<file path="config.mk">
export PLATFORM = sky130hd
export DESIGN_NAME = pld_macrocell
export DESIGN_NICKNAME = d
export VERILOG_FILES = /design/src/rtl/pld_mc_pkg.sv /design/src/rtl/pld_pterm.sv /design/src/rtl/pld_edge_gen.sv /design/src/rtl/pld_mc_reg.sv /design/src/rtl/pld_macrocell.sv
export SDC_FILE = /design/constraint.sdc
export NUM_CORES = 1
export LEC_CHECK = 0
export BUFFER_PORTS_ARGS = -buffer_cell sky130_fd_sc_hd__buf_2
export CAP_MARGIN = 20
export CORE_MARGIN = 10
export CORE_UTILIZATION = 40
export DETAILED_ROUTE_END_ITERATION = 8
export PLACE_DENSITY = 0.94
export SYNTH_ARGS = -nofsm -noshare
export SYNTH_HDL_FRONTEND = slang
export SYNTH_SLANG_ARGS = --single-unit
</file>
<file path="constraint.sdc">
create_clock -name clk -period 4.65 [get_ports clk]
set_input_delay 0.93 -clock clk [delete_from_list [all_inputs] [get_ports clk]]
set_output_delay 0.93 -clock clk [all_outputs]
set_load 0.02 [all_outputs]
</file>
<file path="src/rtl/pld_mc_pkg.sv">
package pld_mc_pkg;

  // Side product terms, index into the side mask vectors
  localparam int SIDE_SET = 0;
  localparam int SIDE_RST = 1;
  localparam int SIDE_CLK = 2;
  localparam int SIDE_OE  = 3;
  localparam int SIDE_N   = 4;

  typedef enum logic {
    CLK_SHARED = 1'b0,
    CLK_CELL   = 1'b1
  } clk_src_e;

endpackage

</file>
<file path="src/rtl/pld_pterm.sv">
module pld_pterm #(
  parameter int NA = 9
) (
  input  logic [NA-1:0] arr_in,
  input  logic [NA-1:0] true_mask,
  input  logic [NA-1:0] inv_mask,
  output logic          hit
);
  logic used;
  logic true_ok;
  logic inv_ok;

  always_comb begin
    used    = |(true_mask | inv_mask);
    true_ok = ((arr_in & true_mask) == true_mask);
    inv_ok  = ((~arr_in & inv_mask) == inv_mask);
    hit     = used & true_ok & inv_ok;
  end
endmodule

</file>
<file path="src/rtl/pld_edge_gen.sv">
module pld_edge_gen
  import pld_mc_pkg::*;
(
  input  logic     clk,
  input  logic     rst,
  input  logic     pin_s,
  input  logic     cell_term,
  input  clk_src_e src,
  input  logic     cell_fall,
  output logic     fire
);
  logic pin_prev;
  logic cell_prev;

  always_ff @(posedge clk) begin
    if (rst) begin
      pin_prev  <= 1'b0;
      cell_prev <= 1'b0;
    end else begin
      pin_prev  <= pin_s;
      cell_prev <= cell_term;
    end
  end

  always_comb begin
    if (src == CLK_CELL)
      fire = cell_fall ? (cell_prev & ~cell_term) : (~cell_prev & cell_term);
    else
      fire = pin_s & ~pin_prev;
  end
endmodule

</file>
<file path="src/rtl/pld_mc_reg.sv">
module pld_mc_reg (
  input  logic clk,
  input  logic rst,
  input  logic fire,
  input  logic d_in,
  input  logic toggle_mode,
  input  logic set_n,
  input  logic clr_n,
  output logic q
);
  always_ff @(posedge clk) begin
    if (rst)
      q <= 1'b0;
    else if (!clr_n)
      q <= 1'b0;
    else if (!set_n)
      q <= 1'b1;
    else if (fire)
      q <= toggle_mode ? (q ^ d_in) : d_in;
  end
endmodule

</file>
<file path="src/rtl/pld_macrocell.sv">
module pld_macrocell
  import pld_mc_pkg::*;
#(
  parameter int NIN   = 8,
  parameter int NTERM = 4
) (
  input  logic                      clk,
  input  logic                      rst,
  input  logic [NIN-1:0]            in_vec,
  input  logic                      clk_pin,
  input  logic [NTERM*(NIN+1)-1:0]  cfg_sum_true,
  input  logic [NTERM*(NIN+1)-1:0]  cfg_sum_inv,
  input  logic [SIDE_N*(NIN+1)-1:0] cfg_side_true,
  input  logic [SIDE_N*(NIN+1)-1:0] cfg_side_inv,
  input  logic                      cfg_toggle,
  input  logic                      cfg_arr_clk,
  input  logic                      cfg_aclk_fall,
  input  logic                      cfg_comb,
  output logic                      pin_data,
  output logic                      pin_oe,
  output logic                      fb_out
);
  localparam int NA = NIN + 1;

  logic [NA-1:0]     arr_s;
  logic [NTERM-1:0]  sum_hit;
  logic [SIDE_N-1:0] side_hit;
  logic              sum_val;
  logic              set_n;
  logic              clr_n;
  logic              fire;
  logic              q_r;
  logic              data_q;
  logic              oe_q;
  clk_src_e          src;

  // Input sampling stage: all terms see registered, glitch-free inputs
  always_ff @(posedge clk) begin
    if (rst) arr_s <= '0;
    else     arr_s <= {clk_pin, in_vec};
  end

  for (genvar i = 0; i < NTERM; i++) begin : g_sum
    pld_pterm #(.NA(NA)) u_term (
      .arr_in    (arr_s),
      .true_mask (cfg_sum_true[i*NA +: NA]),
      .inv_mask  (cfg_sum_inv[i*NA +: NA]),
      .hit       (sum_hit[i])
    );
  end

  for (genvar j = 0; j < SIDE_N; j++) begin : g_side
    pld_pterm #(.NA(NA)) u_term (
      .arr_in    (arr_s),
      .true_mask (cfg_side_true[j*NA +: NA]),
      .inv_mask  (cfg_side_inv[j*NA +: NA]),
      .hit       (side_hit[j])
    );
  end

  assign sum_val = |sum_hit;
  assign set_n   = ~side_hit[SIDE_SET];
  assign clr_n   = ~side_hit[SIDE_RST];
  assign src     = clk_src_e'(cfg_arr_clk);

  pld_edge_gen u_edge (
    .clk       (clk),
    .rst       (rst),
    .pin_s     (arr_s[NIN]),
    .cell_term (side_hit[SIDE_CLK]),
    .src       (src),
    .cell_fall (cfg_aclk_fall),
    .fire      (fire)
  );

  pld_mc_reg u_reg (
    .clk         (clk),
    .rst         (rst),
    .fire        (fire),
    .d_in        (sum_val),
    .toggle_mode (cfg_toggle),
    .set_n       (set_n),
    .clr_n       (clr_n),
    .q           (q_r)
  );

  always_ff @(posedge clk) begin
    if (rst) begin
      data_q <= 1'b0;
      oe_q   <= 1'b0;
    end else begin
      data_q <= cfg_comb ? sum_val : q_r;
      oe_q   <= side_hit[SIDE_OE];
    end
  end

  assign pin_data = data_q;
  assign pin_oe   = oe_q;
  assign fb_out   = data_q;
endmodule

</file>
; Word-level counts from Yosys, hierarchy flattened
; Cells that the tools add are included.
[totals]
regBits = 14
latch_bits = 0
mem_bits_rw = 0
mem_bits_ro = 0
in_bits = 159
out_inout_bits = 3
word_cells = 87
n_memories = 0
[classes]
addsub = 0
multipliers = 0
div_mod_pow = 0
n_lt_le_gt_ge = 0
n_eq_ne = 16
shifts = 0
mux = 6
bitwise = 48
n_reduce_logical = 11
[op_table]
columns = cell, count
row1 = $and 9x9->9, 16
row2 = $eq 9x9->1, 16
row3 = $or 9x9->9, 8
row4 = $reduce_or 9->1, 8
row5 = $and 1x1->1, 19
row6 = $not 9->9, 1
row7 = $mux 1, 6
row8 = $reduce_or 4->1, 1
row9 = $not 1->1, 3
row10 = $reduce_bool 2->1, 1
row11 = $reduce_or 2->1, 1
row12 = $xor 1x1->1, 1

; Longest topological paths before layout
[logic_depth]
depth_word = 10
depth_mapped = 8
mapped_depth_nobuf = 7

; Hierarchy
; From an unflattened synthesis, not the netlist that was laid out.
[hier_totals]
hier_cells = 196
area_unflattened_um2 = 1714.1
[by_module_without_submodules]
columns = mod, instances, cells_each, area_per_inst_um2, seq_area_each_um2
row1 = pld_pterm, 8, 19, 155.1, 0.0
row2 = pld_macrocell, 1, 29, 330.3, 220.2
row3 = pld_edge_gen, 1, 8, 86.3, 40.0
row4 = pld_mc_reg, 1, 7, 56.3, 20.0

; Worst setup path after synthesis
; No wires, ideal clock.
[synth_path]
path_type = input-to-reg
startpoint = input cfg_sum_inv[10]
endpoint = register u_reg.q
setup_time_ns = 0.073
arrival_ns = 2.622
t_required_ns = 4.577
slack_ns = 1.955
cell_stages = 6
n_path_buf = 0
path_cell_list = or4_1 -> or4_1 -> a32oi_2 -> a21oi_1 -> o2111a_1 -> nor3_2
[synth_via]
elab_chain_len = 9
word_cells_on_any_way = 11
cone_classes = eq/ne: 1 / mux: 3 / bitwise: 5 / reduce/logical: 2
[synth_rtl]
columns = item, line
row1 = from (decl), pld_macrocell.sv:12  ; input logic [NTERM*(NIN+1)-1:0] cfg_sum_inv,
row2 = $or 9x9->9, pld_pterm.sv:14  ; used = |(true_mask | inv_mask);
row3 = $reduce_or 9->1, pld_pterm.sv:14
row4 = $and 1x1->1, pld_pterm.sv:17  ; hit = used & true_ok & inv_ok;
row5 = $and 1x1->1 (*), pld_pterm.sv:17
row6 = $reduce_or 4->1 (*), pld_macrocell.sv:61  ; assign sum_val = |sum_hit;
row7 = $xor 1x1->1, pld_mc_reg.sv:19  ; q <= toggle_mode ? (q ^ d_in) : d_in;
row8 = $mux 1 (*), pld_mc_reg.sv:19
row9 = $mux 1 (*), pld_mc_reg.sv:18  ; else if (fire)
row10 = $mux 1 (*), pld_mc_reg.sv:16  ; else if (!set_n)
row11 = to (signal assigned), pld_mc_reg.sv:19
row12 = to (decl), pld_mc_reg.sv:9  ; output logic q
; Every way passes the cells marked *; elsewhere a longest branch is shown, timed or not. The select of a mux whose other input is x is not followed.
; A chain may end at the register's enable or synchronous reset.

; Worst setup path in the final report
; Same ends and word-level chain as after synthesis.

==> results by group <==
Synth
  • Netlist Area Pre-Place: 1730 µm²
  • Post-synthesis area per instance: 8.51 µm²
  • Synth Register Bits: 14
  • Number of different library cells in the post-synthesis netlist: 29
  • Sequential-to-total area share from yosys stat: 16.2%
  • Synth Warn #: 0
  • Syn nets: 362
  • Gate Count Post-Synth: 203

Drt
  • DR vias: 2,401
  • DRC Markers: 0
  • 1st-iter DRT viols: 103
  • Total wire length: 8.51 mm
  • Number of iterations in the first detailed-routing pass: 6
  • Detail Route Antenna Nets: 0
  • Vias per cell: 5.90
  • Final routed wire length divided by cell count: 20.9 µm

Critical path
  • Critical path endpoint category: register
  • Endpoint arrival time on the critical path: 2.85 ns
  • Reg-to-Reg End: u_reg.q$_SDFFE_PP0P_
  • Worst path top cell family by delay: simple AND/OR/NAND/NOR gates
  • Required time of the worst setup path: 4.83 ns
  • Cell type of the slowest stage on the worst timing path: or4_1
  • Critical-path maximum fanout: 4
  • Nature of the critical path startpoint: primary input
  • WS Path Type: primary input to register
  • Worst R2R Start: arr_s[3]$_SDFF_PP0_
  • Delay of the slowest cell on the worst path: 0.51 ns
  • Cell repeated most along the worst path: or4_1
  • Combined buffer and inverter count along the critical path: 1
  • CP Cell Sequence: buf_2, or4_1, or4_1, a32oi_2, a21oi_1, o2111a_1, nor3_2
  • Reg-to-reg setup timing slack: 2.06 ns
  • Worst reg2reg path depth: 7

Min path
  • Hold Path End: fb_out$_SDFF_PP0_
  • Instance count along the most critical hold path: 2
  • Hold Path Origin: u_reg.q$_SDFFE_PP0P_
  • Hold crit path type: register to register

Place
  • RD Place Congestion: 0.868
  • HPWL Detailed: 7.12 mm
  • Placement Setup Slack: 1.73 ns
  • Total instance count after detailed placement: 403
  • Number of port buffers: 161

Global routing
  • Global-route wire length before repair: 12.4 mm
  • Initial antenna violation count: 0
  • Total global routing overflow: 0
  • Global Route Usage Sum: 20.8%
  • Vias in the first global route: 2,685
  • Pin count of the biggest net entering global routing: 15

Final layout
  • Number of nets in the layout: 517
  • Fraction of final layout cells sized beyond drive strength 1: 47.9%
  • Area grow syn2layout: 50.9%
  • Diode insertion count for antenna repair: 0
  • Final std cells w/o fill: 407
  • Fill cells: 368
  • End-of-flow core utilization: 63.7%

Clocking
  • Clock transition time at the flip-flop clock pins of the worst setup and hold paths: 0.06 ns
  • Number of levels the H-tree was split into: 1
  • Number of sinks handled by clock tree synthesis: 14
  • Clock Tree Root: clkbuf_8
  • Clock latency on the worst-skew pair: 0.25 ns
  • Resize count post-CTS: 0
  • Setup repair bufs after CTS: 0
  • Longest Clk Path Bufs: 2
  • Total clock buffers created by CTS: 3
  • Clock tree from TritonCTS: built
  • CTS Hold Buffers Added: 0

Timing
  • Count of final max-slew check failures: 0
  • Setup-violating endpoint count in the final report: 0
  • Fraction of the cycle the final worst path needs: 57.3%
  • Worst hold slack: 0.536 ns
  • Setup repair after global routing missed its margin: false
  • Post-route setup slack: 1.98 ns
  • Worst Clk Skew: 0.00330 ns
  • Post-layout min period: 2.67 ns
  • Sum Neg Setup Slack: 0 ns
  • Timing-limited maximum frequency: 375 MHz
  • Worst slew margin relative to its limit: 55.8%
  • Slew at the pin closest to its max-slew limit: 0.663 ns
  • Final hold violation count: 0

Floorplan
  • Width of the die: 85.7 µm
  • Die Outline Area: 7340 µm²
  • Site Rows: 23
  • Die H: 85.7 µm
  • CORE AREA: 4090 µm²
  • Number of top-level pins: 162
  • Initial cell density of the core: 42.3%

Power
  • Worst-case vdd ir drop: 0.0948 mV
  • Cell leakage power: 0.00121 µW
  • PwrDens: 159 nW/µm²

Job
  • Number of maximum-capacitance violations: 0

Run status
  • Run status: complete, no violations
-- cell type report --
type	count	area [µm²]	share of cell area (%)
Multi-Input combinational cell	176	1390	53.5
Clock buffer	4	55.1	2.11
Timing Repair Buffer	161	806	30.9
Sequential cell	14	280	10.8
Inverter	2	7.51	0.288
Tap cell	50	62.6	2.40
-- how the worst max path moves through the flow --
stage                   startpoint                    to  slack, ns  depth (start not counted)
2_1_floorplan      cfg_sum_inv[10]  u_reg.q$_SDFFE_PP0P_       1.96                          6
3_3_place_gp       cfg_sum_inv[10]  u_reg.q$_SDFFE_PP0P_       1.76                          7
3_5_place_dp       cfg_sum_inv[10]  u_reg.q$_SDFFE_PP0P_       1.73                          7
4_1_cts            cfg_sum_inv[10]  u_reg.q$_SDFFE_PP0P_       1.98                          7
5_1_grt        arr_s[3]$_SDFF_PP0_  u_reg.q$_SDFFE_PP0P_       1.85                          7
6_report           cfg_sum_inv[10]  u_reg.q$_SDFFE_PP0P_       1.98                          7
-- layout by cell type (no fill, tap or decap) --
cell type	instances
mux2_2	1
nand4_1	12
a2111oi_0	1
nor4_1	28
nor3_1	3
and4_1	1
nand3_1	9
o41ai_1	1
a211oi_1	2
nand2_1	8
nor2b_1	11
o311ai_0	1
a311oi_1	2
a31o_2	1
dfxtp_1	14
mux2i_1	70
a21o_1	2
a22oi_4	1
nor3_2	1
a32oi_2	1
a21oi_1	1
and3_1	1
inv_1	2
clkbuf_8	4
buf_2	161
or4_1	11
o2111a_1	1
and3b_2	1
nor2_1	5
-- layer usage --
| metal | wire length [µm] | track usage, % |
|---|---|---|
| met1 | 3060 | 20.7 |
| met3 | 751 | 6.15 |
| met4 | 164 | 8.23 |
| met2 | 4530 | 39.3 |
| met5 | 0 | 0 |
-- tightest hold or removal path: cells and delay by family (launching register included) --
kind            cells  cell delay [ns]
simple gates        1             0.11
flops               1             0.32
compound gates      1             0.06
-- synth_stat cells --
| master | count | area share (%) |
|---|---|---|
| nor2b_1 | 11 | 4.0 |
| buf_4 | 1 | 0.43 |
| and3b_2 | 1 | 0.58 |
| clkbuf_1 | 10 | 2.2 |
| and4_1 | 1 | 0.51 |
| a21oi_1 | 1 | 0.29 |
| inv_1 | 2 | 0.43 |
| nor3_1 | 3 | 0.87 |
| nand4_1 | 12 | 4.3 |
| and3_1 | 1 | 0.36 |
| a22oi_4 | 1 | 1.2 |
| a31o_2 | 1 | 0.51 |
| nor4_1 | 28 | 10 |
| mux2i_1 | 70 | 41 |
| or4_1 | 11 | 4.8 |
| a311oi_1 | 2 | 1.0 |
| a21o_1 | 2 | 0.87 |
| o2111a_1 | 1 | 0.65 |
| nand3_1 | 9 | 2.6 |
| a211oi_1 | 2 | 0.87 |
| nor2_1 | 5 | 1.1 |
| o311ai_0 | 1 | 0.51 |
| a2111oi_0 | 1 | 0.51 |
| a32oi_2 | 1 | 0.94 |
| o41ai_1 | 1 | 0.51 |
| nand2_1 | 8 | 1.7 |
| dfxtp_1 | 14 | 16 |
| nor3_2 | 1 | 0.58 |
| mux2_2 | 1 | 0.65 |
-- sequential cells by signal, indices dropped and copies added, names as in the netlist --
name	flops
u_edge.pin_prev	1
fb_out	1
u_edge.cell_prev	1
u_reg.q	1
pin_oe	1
arr_s	9
-- power breakdown --
part / leakage (µW) / total [µW] / internal (µW) / switching [µW]
sequential: 0.000116 / 146 / 125 / 21.2
combinational: 0.00106 / 151 / 87.2 / 63.3
clock: 0.0000288 / 118 / 75.1 / 43.3
-- metrics by stage --
stage | area (µm²) | power (µW)
6_report | 2610 | 415
5_1_grt | 2610 | 432
4_1_cts | 2610 | 414
3_5_place_dp | 2550 | 297
3_3_place_gp | 2550 | 291
2_1_floorplan | 1730 | 199
-- cell families (layout without fill, tap and decap cells) --
logic type,after synthesis,after routing,share of synthesized area [%]
buffers and inverters,13,167,3.04
DFF,14,14,16.2
muxes,71,71,41.2
AOI/OAI and AO/OA,14,14,7.90
and+or+nand+nor,91,91,31.6
(Power assumes the default switching activity.)
